### src/rtl/ccrf_pkg.sv
// Package: shared constants and helpers for the chiplet control register file.
// Assumes: the aliased registers are control registers first, then configuration registers.
package ccrf_pkg;

    // Direct index of aliased register k, given the two group bases.
    function automatic int unsigned alias_base(input int unsigned k,
                                               input int unsigned n_ctrl,
                                               input int unsigned ctrl_base,
                                               input int unsigned cfg_base);
        alias_base = (k < n_ctrl) ? (ctrl_base + k) : (cfg_base + (k - n_ctrl));
    endfunction

    // Roles of the plain registers, in the order of the plain register array.
    typedef enum int unsigned {
        PL_STATUS  = 0,
        PL_MASK    = 1,
        PL_PROTECT = 2,
        PL_LOCK    = 3
    } plain_role_e;

    localparam int unsigned NUM_PLAIN = 4;

endpackage

### src/rtl/ccrf_decode.sv
// Module: ccrf_decode
// Turns a word index into one-hot hit vectors for the direct, set and clear
// indices of the aliased registers and for the plain registers.
// Assumes: all configured indices are distinct and fit within ADDR_W bits.
module ccrf_decode #(
    parameter int unsigned ADDR_W    = 10,
    parameter int unsigned NUM_CTRL  = 6,
    parameter int unsigned NUM_CFG   = 2,
    parameter int unsigned CTRL_BASE = 'h000,
    parameter int unsigned CFG_BASE  = 'h008,
    parameter int unsigned SET_OFS   = 'h010,
    parameter int unsigned CLR_OFS   = 'h020,
    parameter int unsigned STAT_IDX  = 'h100,
    parameter int unsigned MASK_IDX  = 'h101,
    parameter int unsigned PROT_IDX  = 'h3FE,
    parameter int unsigned LOCK_IDX  = 'h3FF,
    localparam int unsigned NUM_ALIAS = NUM_CTRL + NUM_CFG
) (
    input  logic                          clk,
    input  logic                          rst_n,
    input  logic [ADDR_W-1:0]             addr,
    output logic [NUM_ALIAS-1:0]          hit_dir,
    output logic [NUM_ALIAS-1:0]          hit_set,
    output logic [NUM_ALIAS-1:0]          hit_clr,
    output logic [ccrf_pkg::NUM_PLAIN-1:0] hit_plain
);
    import ccrf_pkg::*;

    localparam int unsigned PLAIN_IDX [NUM_PLAIN] = '{STAT_IDX, MASK_IDX, PROT_IDX, LOCK_IDX};

    // One comparator triple per aliased register.
    for (genvar k = 0; k < NUM_ALIAS; k++) begin : g_alias
        localparam int unsigned BASE = alias_base(k, NUM_CTRL, CTRL_BASE, CFG_BASE);
        localparam logic [ADDR_W-1:0] DIR_A = ADDR_W'(BASE);
        localparam logic [ADDR_W-1:0] SET_A = ADDR_W'(BASE + SET_OFS);
        localparam logic [ADDR_W-1:0] CLR_A = ADDR_W'(BASE + CLR_OFS);
        assign hit_dir[k] = (addr == DIR_A);
        assign hit_set[k] = (addr == SET_A);
        assign hit_clr[k] = (addr == CLR_A);
    end

    // One comparator per plain register.
    for (genvar j = 0; j < NUM_PLAIN; j++) begin : g_plain
        localparam logic [ADDR_W-1:0] P_A = ADDR_W'(PLAIN_IDX[j]);
        assign hit_plain[j] = (addr == P_A);
    end

    // any index selects at most one register view
    a_r3_single_hit: assert property (@(posedge clk) disable iff (!rst_n)
        $onehot0({hit_dir, hit_set, hit_clr, hit_plain}));

endmodule

### src/rtl/ccrf_reg.sv
// Module: ccrf_reg
// One register with overwrite, OR-set and AND-clear update strobes.
// Assumes: at most one strobe is active per cycle. The caller qualifies the strobes.
module ccrf_reg #(
    parameter int unsigned DATA_W = 64
) (
    input  logic              clk,
    input  logic              rst_n,
    input  logic              wr_en,
    input  logic              set_en,
    input  logic              clr_en,
    input  logic [DATA_W-1:0] wdata,
    output logic [DATA_W-1:0] q
);
    // Update the stored value on reset or on one of the three strobes.
    always_ff @(posedge clk) begin
        if (!rst_n)      q <= '0;
        else if (wr_en)  q <= wdata;
        else if (set_en) q <= q | wdata;
        else if (clr_en) q <= q & ~wdata;
    end

    // after a set, every bit of the data is set
    a_r4_set_bits: assert property (@(posedge clk) disable iff (!rst_n)
        set_en |=> ((q & $past(wdata)) == $past(wdata)));
    // after a clear, every bit of the data is cleared
    a_r5_clr_bits: assert property (@(posedge clk) disable iff (!rst_n)
        clr_en |=> ((q & $past(wdata)) == '0));
    // with no strobe the value holds
    a_r9_hold: assert property (@(posedge clk) disable iff (!rst_n)
        !(wr_en || set_en || clr_en) |=> $stable(q));

endmodule

### src/rtl/chiplet_ctrl_regfile.sv
// Module: chiplet_ctrl_regfile
// Register file with aliased control and configuration registers and plain
// status, mask, protect-mode and atomic-lock registers. Each access is
// acknowledged one cycle after the request.
// Assumes: req lasts one cycle per access. Full-width accesses only.
module chiplet_ctrl_regfile #(
    parameter int unsigned DATA_W    = 64,
    parameter int unsigned ADDR_W    = 10,
    parameter int unsigned NUM_CTRL  = 6,
    parameter int unsigned NUM_CFG   = 2,
    parameter int unsigned CTRL_BASE = 'h000,
    parameter int unsigned CFG_BASE  = 'h008,
    parameter int unsigned SET_OFS   = 'h010,
    parameter int unsigned CLR_OFS   = 'h020,
    parameter int unsigned STAT_IDX  = 'h100,
    parameter int unsigned MASK_IDX  = 'h101,
    parameter int unsigned PROT_IDX  = 'h3FE,
    parameter int unsigned LOCK_IDX  = 'h3FF,
    localparam int unsigned BE_W     = DATA_W / 8
) (
    input  logic              clk,
    input  logic              rst_n,
    input  logic              req,
    input  logic              we,
    input  logic [ADDR_W-1:0] addr,
    input  logic [BE_W-1:0]   be,
    input  logic [DATA_W-1:0] wdata,
    output logic [DATA_W-1:0] rdata,
    output logic              ack,
    output logic              err
);
    import ccrf_pkg::*;

    localparam int unsigned NUM_ALIAS = NUM_CTRL + NUM_CFG;

    logic [NUM_ALIAS-1:0] hit_dir, hit_set, hit_clr;
    logic [NUM_PLAIN-1:0] hit_plain;
    logic [DATA_W-1:0]    alias_q [NUM_ALIAS];
    logic [DATA_W-1:0]    plain_q [NUM_PLAIN];
    logic                 full_be, any_read_hit, any_alias_wo, bad, wr_ok;
    logic [DATA_W-1:0]    rd_mux;

    ccrf_decode #(
        .ADDR_W(ADDR_W), .NUM_CTRL(NUM_CTRL), .NUM_CFG(NUM_CFG),
        .CTRL_BASE(CTRL_BASE), .CFG_BASE(CFG_BASE),
        .SET_OFS(SET_OFS), .CLR_OFS(CLR_OFS),
        .STAT_IDX(STAT_IDX), .MASK_IDX(MASK_IDX),
        .PROT_IDX(PROT_IDX), .LOCK_IDX(LOCK_IDX)
    ) i_decode (
        .clk(clk), .rst_n(rst_n), .addr(addr),
        .hit_dir(hit_dir), .hit_set(hit_set), .hit_clr(hit_clr),
        .hit_plain(hit_plain)
    );

    // Classify the access: a rejected access never updates state.
    always_comb begin
        full_be      = &be;
        any_read_hit = |{hit_dir, hit_plain};
        any_alias_wo = |{hit_set, hit_clr};
        bad          = !full_be || !(any_read_hit || (any_alias_wo && we));
        wr_ok        = req && we && !bad;
    end

    // Aliased registers: control first, then configuration.
    for (genvar k = 0; k < NUM_ALIAS; k++) begin : g_alias_reg
        ccrf_reg #(.DATA_W(DATA_W)) i_reg (
            .clk(clk), .rst_n(rst_n),
            .wr_en (wr_ok && hit_dir[k]),
            .set_en(wr_ok && hit_set[k]),
            .clr_en(wr_ok && hit_clr[k]),
            .wdata(wdata), .q(alias_q[k])
        );
    end

    // Plain registers: overwrite only.
    for (genvar j = 0; j < NUM_PLAIN; j++) begin : g_plain_reg
        ccrf_reg #(.DATA_W(DATA_W)) i_reg (
            .clk(clk), .rst_n(rst_n),
            .wr_en (wr_ok && hit_plain[j]),
            .set_en(1'b0),
            .clr_en(1'b0),
            .wdata(wdata), .q(plain_q[j])
        );
    end

    // Select read data from the single hit, all-ones if none.
    always_comb begin
        rd_mux = '1;
        for (int k = 0; k < NUM_ALIAS; k++)
            if (hit_dir[k]) rd_mux = alias_q[k];
        for (int j = 0; j < NUM_PLAIN; j++)
            if (hit_plain[j]) rd_mux = plain_q[j];
    end

    // Register the response one cycle after the request.
    always_ff @(posedge clk) begin
        if (!rst_n) begin
            ack   <= 1'b0;
            err   <= 1'b0;
            rdata <= '1;
        end else begin
            ack   <= req;
            err   <= req && bad;
            rdata <= (req && !we && !bad) ? rd_mux : '1;
        end
    end

    // a request is acknowledged on the next cycle
    a_r2_ack_follows_req: assert property (@(posedge clk) disable iff (!rst_n)
        req |=> ack);
    // no acknowledge without a request
    a_r2_no_spurious_ack: assert property (@(posedge clk) disable iff (!rst_n)
        !req |=> !ack);
    // the error flag only comes with an acknowledge
    a_r10_err_with_ack: assert property (@(posedge clk) disable iff (!rst_n)
        err |-> ack);
    // partial byte enables always raise the error flag
    a_r9_partial_err: assert property (@(posedge clk) disable iff (!rst_n)
        (req && !(&be)) |=> err);
    // a failed read returns all-ones
    a_r8_bad_read_ones: assert property (@(posedge clk) disable iff (!rst_n)
        (req && !we) |=> (!err || (rdata == '1)));

endmodule

### config.mk
export PLATFORM = sky130hd
export DESIGN_NAME = chiplet_ctrl_regfile
export DESIGN_NICKNAME = d
export VERILOG_FILES = /design/src/rtl/ccrf_pkg.sv /design/src/rtl/ccrf_decode.sv /design/src/rtl/ccrf_reg.sv /design/src/rtl/chiplet_ctrl_regfile.sv
export SDC_FILE = /design/constraint.sdc
export NUM_CORES = 2
export LEC_CHECK = 0
export ABC_AREA = 1
export CORE_ASPECT_RATIO = 1.75
export CORE_MARGIN = 2
export CORE_UTILIZATION = 40
export DETAILED_ROUTE_END_ITERATION = 8
export MAX_ROUTING_LAYER = met4
export SLEW_MARGIN = 30
export SYNTH_ARGS = -nofsm -noshare
export SYNTH_HDL_FRONTEND = slang
export SYNTH_SLANG_ARGS = --single-unit
### constraint.sdc
create_clock -name clk -period 5.01 [get_ports clk]
set_input_delay 1.002 -clock clk [delete_from_list [all_inputs] [get_ports clk]]
set_output_delay 1.002 -clock clk [all_outputs]
set_load 0.01 [all_outputs]
==> flow_results.org <==
** Timing
- Crit path time final :: 4080 ps
- Unrepaired setup endpoints after global routing :: false
- The number of failing hold endpoints at the final stage was 0.
- Summed over all failing endpoints, the final setup total negative slack is 0 ps.
- Least-Margin Pin Slew :: 1040 ps
- Derived from the worst setup path, the maximum achievable clock frequency is 245 MHz.
- Total count of max-transition violations in the final report :: 0
- Worst Skew :: 25.1 ps
- Relative slew slack :: 0.303
- Number of setup violations in the final report :: 0
- Final Worst Setup Slack :: 933 ps
- Final cycle utilization of the critical path :: 0.814

** Critical path
- Worst setup EP type :: flip-flop
- Data arrives at the worst endpoint at 4690 ps.
- By startpoint and endpoint, the worst setup path is classified as in -> reg.
- The largest individual stage delay along the critical path comes from the cell sky130_fd_sc_hd__buf_4.
- The most numerous cell type found on the critical path is sky130_fd_sc_hd__buf_4.
- Data required time at the worst endpoint :: 5620 ps
- STA classifies the critical path startpoint as an input port.
- Ordered list of cells on the worst path :: clkdlybuf4s50_1 > inv_1 > nand3_2 > clkinv_1 > nand2_2 > buf_4 > clkinv_2 > nor2_1 > o21ai_0 > nand4_4 > buf_4 > o21bai_1 > a21oi_1
- Crit path largest cell delay :: 610 ps
- Largest fanout on the critical path :: 45

** Run
- Max-cap violations :: 0

** Layout
- Compared with the post-synthesis result, the final layout area differs by 11.2%.
- Registers take 16700 µm².
- In the final layout, the share of cells above drive strength 1 is 0.0504.
- The filler cells instantiated in the layout total 11100.
- Number of nets in the layout :: 6274
- Summing all multi-input logic gate instances after layout gives 21300 µm².

** CTS
- CTS tree :: built
- In this run the number of H-tree levels came out at 3.
- No sink is reached through more buffers than the 3 on the longest clock path.
- Total CTS buffers :: 80
- Clock transition time at the flip-flop clock pins of the worst setup and hold paths :: 80 ps
- Hold buffer count at cts :: 0
- Number of setup buffers added after CTS :: 0
- The tree is rooted in a sky130_fd_sc_hd__clkbuf_16.
- Clock insertion delay at the later pin of the skew report :: 700 ps
- Total clock sinks :: 834
- Quantity of gates resized following cts :: 0

** Yosys
- Number of enable flip-flop cells after synthesis :: 0
- Summing every instance area after synthesis gives 43800 µm².
- Counting every net in the synthesized netlist gives 6577.
- Among all flip-flop cells after synthesis, the most frequent one is sky130_fd_sc_hd__dfxtp_1.
- Counting flops with an async set or reset pin after synthesis yields a share of 0.
- Sequential cell area fraction in the yosys report :: 0.382
- Each instance of the synthesized netlist takes up on average 6.74 µm².
- Counting every instance in the synthesized netlist gives 6491.
- Yosys printed 0 warnings.
- Most frequent cell after synthesis :: sky130_fd_sc_hd__nor2_1
- Cell types occupying the most area after synthesis :: sky130_fd_sc_hd__dfxtp_1 (38%), sky130_fd_sc_hd__o21bai_1 (8.8%), sky130_fd_sc_hd__a21oi_1 (8.6%), sky130_fd_sc_hd__nand4_1 (8.4%), sky130_fd_sc_hd__nor2_1 (8.3%)
- Cell type with the highest aggregate area in the netlist :: sky130_fd_sc_hd__dfxtp_1
- Counting instances in the post-synthesis netlist gives the leading cell types as sky130_fd_sc_hd__nor2_1 (968), sky130_fd_sc_hd__nand2_1 (943), sky130_fd_sc_hd__dfxtp_1 (834), sky130_fd_sc_hd__inv_1 (774), sky130_fd_sc_hd__a21oi_1 (756).
- In this run, synthesis produced a sequential element count of 834.
- Count of cell types in the netlist :: 32
- The share of synthesized area in the top cell type comes to 0.382.

** Routing
- After detailed routing, the average wire length per cell comes to 20.4 µm.
- Drt pass-1 iters :: 7
- Iter 0 DRT Violations :: 4032
- Via density per instance :: 5.65
- Antenna-violating nets left :: 0
- Total via count after detailed routing :: 43500
- After detailed routing, the total wire length is 157000 µm.
- In the routed design, unresolved DRC markers number 0.

** Place
- Once detailed placement completed, the half-perimeter wirelength came to 87900 µm.
- The congestion estimate from routability-driven global placement came to 0.873.
- During placement, the flow inserted port buffers numbering 151.
- Placement Setup Slack :: 341 ps

** Power and ir drop
- Dividing total power by cell area gives a power density of 288 nW/µm².
- Leakage component of the power :: 0.0176 µW
- Largest voltage drop on the vdd net :: 0.245 mV

** Die
- The core region is 109000 µm².
- The die is 442 µm tall.
- Die outline width :: 254 µm
- The floorplan step defined a die boundary enclosing 112000 µm².
- # IOs :: 152
- The initial utilization of the core area, before any placement, comes to 0.403.
- Standard-cell rows :: 160

** GRT
- Entering global routing, the biggest net connects 222 pins.
- Initial antenna violation count :: 2
- Summed over all layers, the global routing overflow is 0.
- Global-route total usage across every layer :: 0.282
- Via count of the first global-routing pass :: 40000
- The first global-routing pass estimated 240000 µm of wire.

** Outcome
- Result of the run :: finished clean

** Hold path
- Hold WC Path Type :: reg -> reg
-- kinds of logic (layout without fill, tap and decap cells) --
| family | after synthesis | after routing | share of synthesized area |
|---|---|---|---|
| DFF | 834 | 834 | 0.382 |
| other | 0 | 2 | 0 |
| AOI/OAI and AO/OA | 1539 | 1539 | 0.210 |
| buffers and inverters | 1441 | 1202 | 0.136 |
| and+or+nand+nor | 2677 | 2677 | 0.273 |
-- placed cells by master, fill, tap and decap left out, types with 3 or more instances in the layout --
master,instances
sky130_fd_sc_hd__o21ai_0,189
sky130_fd_sc_hd__o211ai_1,19
sky130_fd_sc_hd__nor3_1,10
sky130_fd_sc_hd__clkbuf_8,24
sky130_fd_sc_hd__bufinv_16,9
sky130_fd_sc_hd__inv_6,3
sky130_fd_sc_hd__nor2_1,963
sky130_fd_sc_hd__nand3_2,4
sky130_fd_sc_hd__nand2_1,941
sky130_fd_sc_hd__nor3_2,3
sky130_fd_sc_hd__clkinv_2,19
sky130_fd_sc_hd__nor2_4,6
sky130_fd_sc_hd__clkbuf_1,5
sky130_fd_sc_hd__clkdlybuf4s50_1,148
sky130_fd_sc_hd__nand3b_1,35
sky130_fd_sc_hd__nand2_2,4
sky130_fd_sc_hd__o22ai_1,34
sky130_fd_sc_hd__buf_12,45
sky130_fd_sc_hd__a21oi_1,754
sky130_fd_sc_hd__nand3_4,5
sky130_fd_sc_hd__a211oi_1,5
sky130_fd_sc_hd__o21bai_1,512
sky130_fd_sc_hd__nand4_4,8
sky130_fd_sc_hd__inv_2,9
sky130_fd_sc_hd__nor2_2,5
sky130_fd_sc_hd__dfxtp_1,834
sky130_fd_sc_hd__a32oi_1,5
sky130_fd_sc_hd__o2111ai_1,14
sky130_fd_sc_hd__nand3_1,103
sky130_fd_sc_hd__clkbuf_16,84
sky130_fd_sc_hd__nand4_1,589
sky130_fd_sc_hd__buf_4,71
sky130_fd_sc_hd__inv_1,771
-- stage by stage --
| step | hold WS [ps] | instances | utilization | total power [µW] | instance area, µm² |
|---|---|---|---|---|---|
| detailed placement | 453 | 7563 | 0.422 | 7410 | 45800 |
| floorplan | 437 | 6491 | - | 7180 | 43800 |
| finish | 462 | 7712 | 0.449 | 14000 | 48700 |
| global placement | 447 | 7563 | 0.422 | 7400 | 45800 |
| global route | 477 | 7712 | 0.449 | 14400 | 48700 |
| CTS | 462 | 7709 | 0.448 | 14100 | 48600 |
-- routing by layer --
layer  track usage  up-vias  routed length, µm
met5             -        -                  0
met4         0.139        0               7910
met3        0.0315      397               9170
met2         0.493     1604              78900
met1         0.318    20900              61000
li1              -    20600                  -
-- final timing paths --
check | depth (start not counted) | to | slack [ps] | start
setup / recovery | 13 | flip-flop | 930 | addr[4]
hold / removal | 2 | g_plain_reg[3].i_reg.q[27] | 460 | g_plain_reg[3].i_reg.q[27]
setup reg to reg | 10 | rdata[2] | 3430 | flip-flop
hold reg to reg | 2 | g_plain_reg[3].i_reg.q[27] | 460 | g_plain_reg[3].i_reg.q[27]
-- power breakdown --
part	switching, µW	internal, µW
combinational	491	154
clock	2870	3880
sequential	0.206	6630
-- critical path, delay by kind of cell --
family | cells | cell delay [ps]
buf+inv | 6 | 2330
simple gates | 4 | 860
compound gates | 3 | 440
-- layout make-up --
class                           instances  share of cell area
Timing Repair Buffer                  268              0.0609
Sequential cell                       834               0.343
Multi-Input combinational cell       4216               0.438
Tap cell                             1458              0.0375
Clock buffer                          113              0.0504
Antenna cell                            2            0.000103
Inverter                              788              0.0613
Clock inverter                         33             0.00866
(Power assumes the default switching activity.)
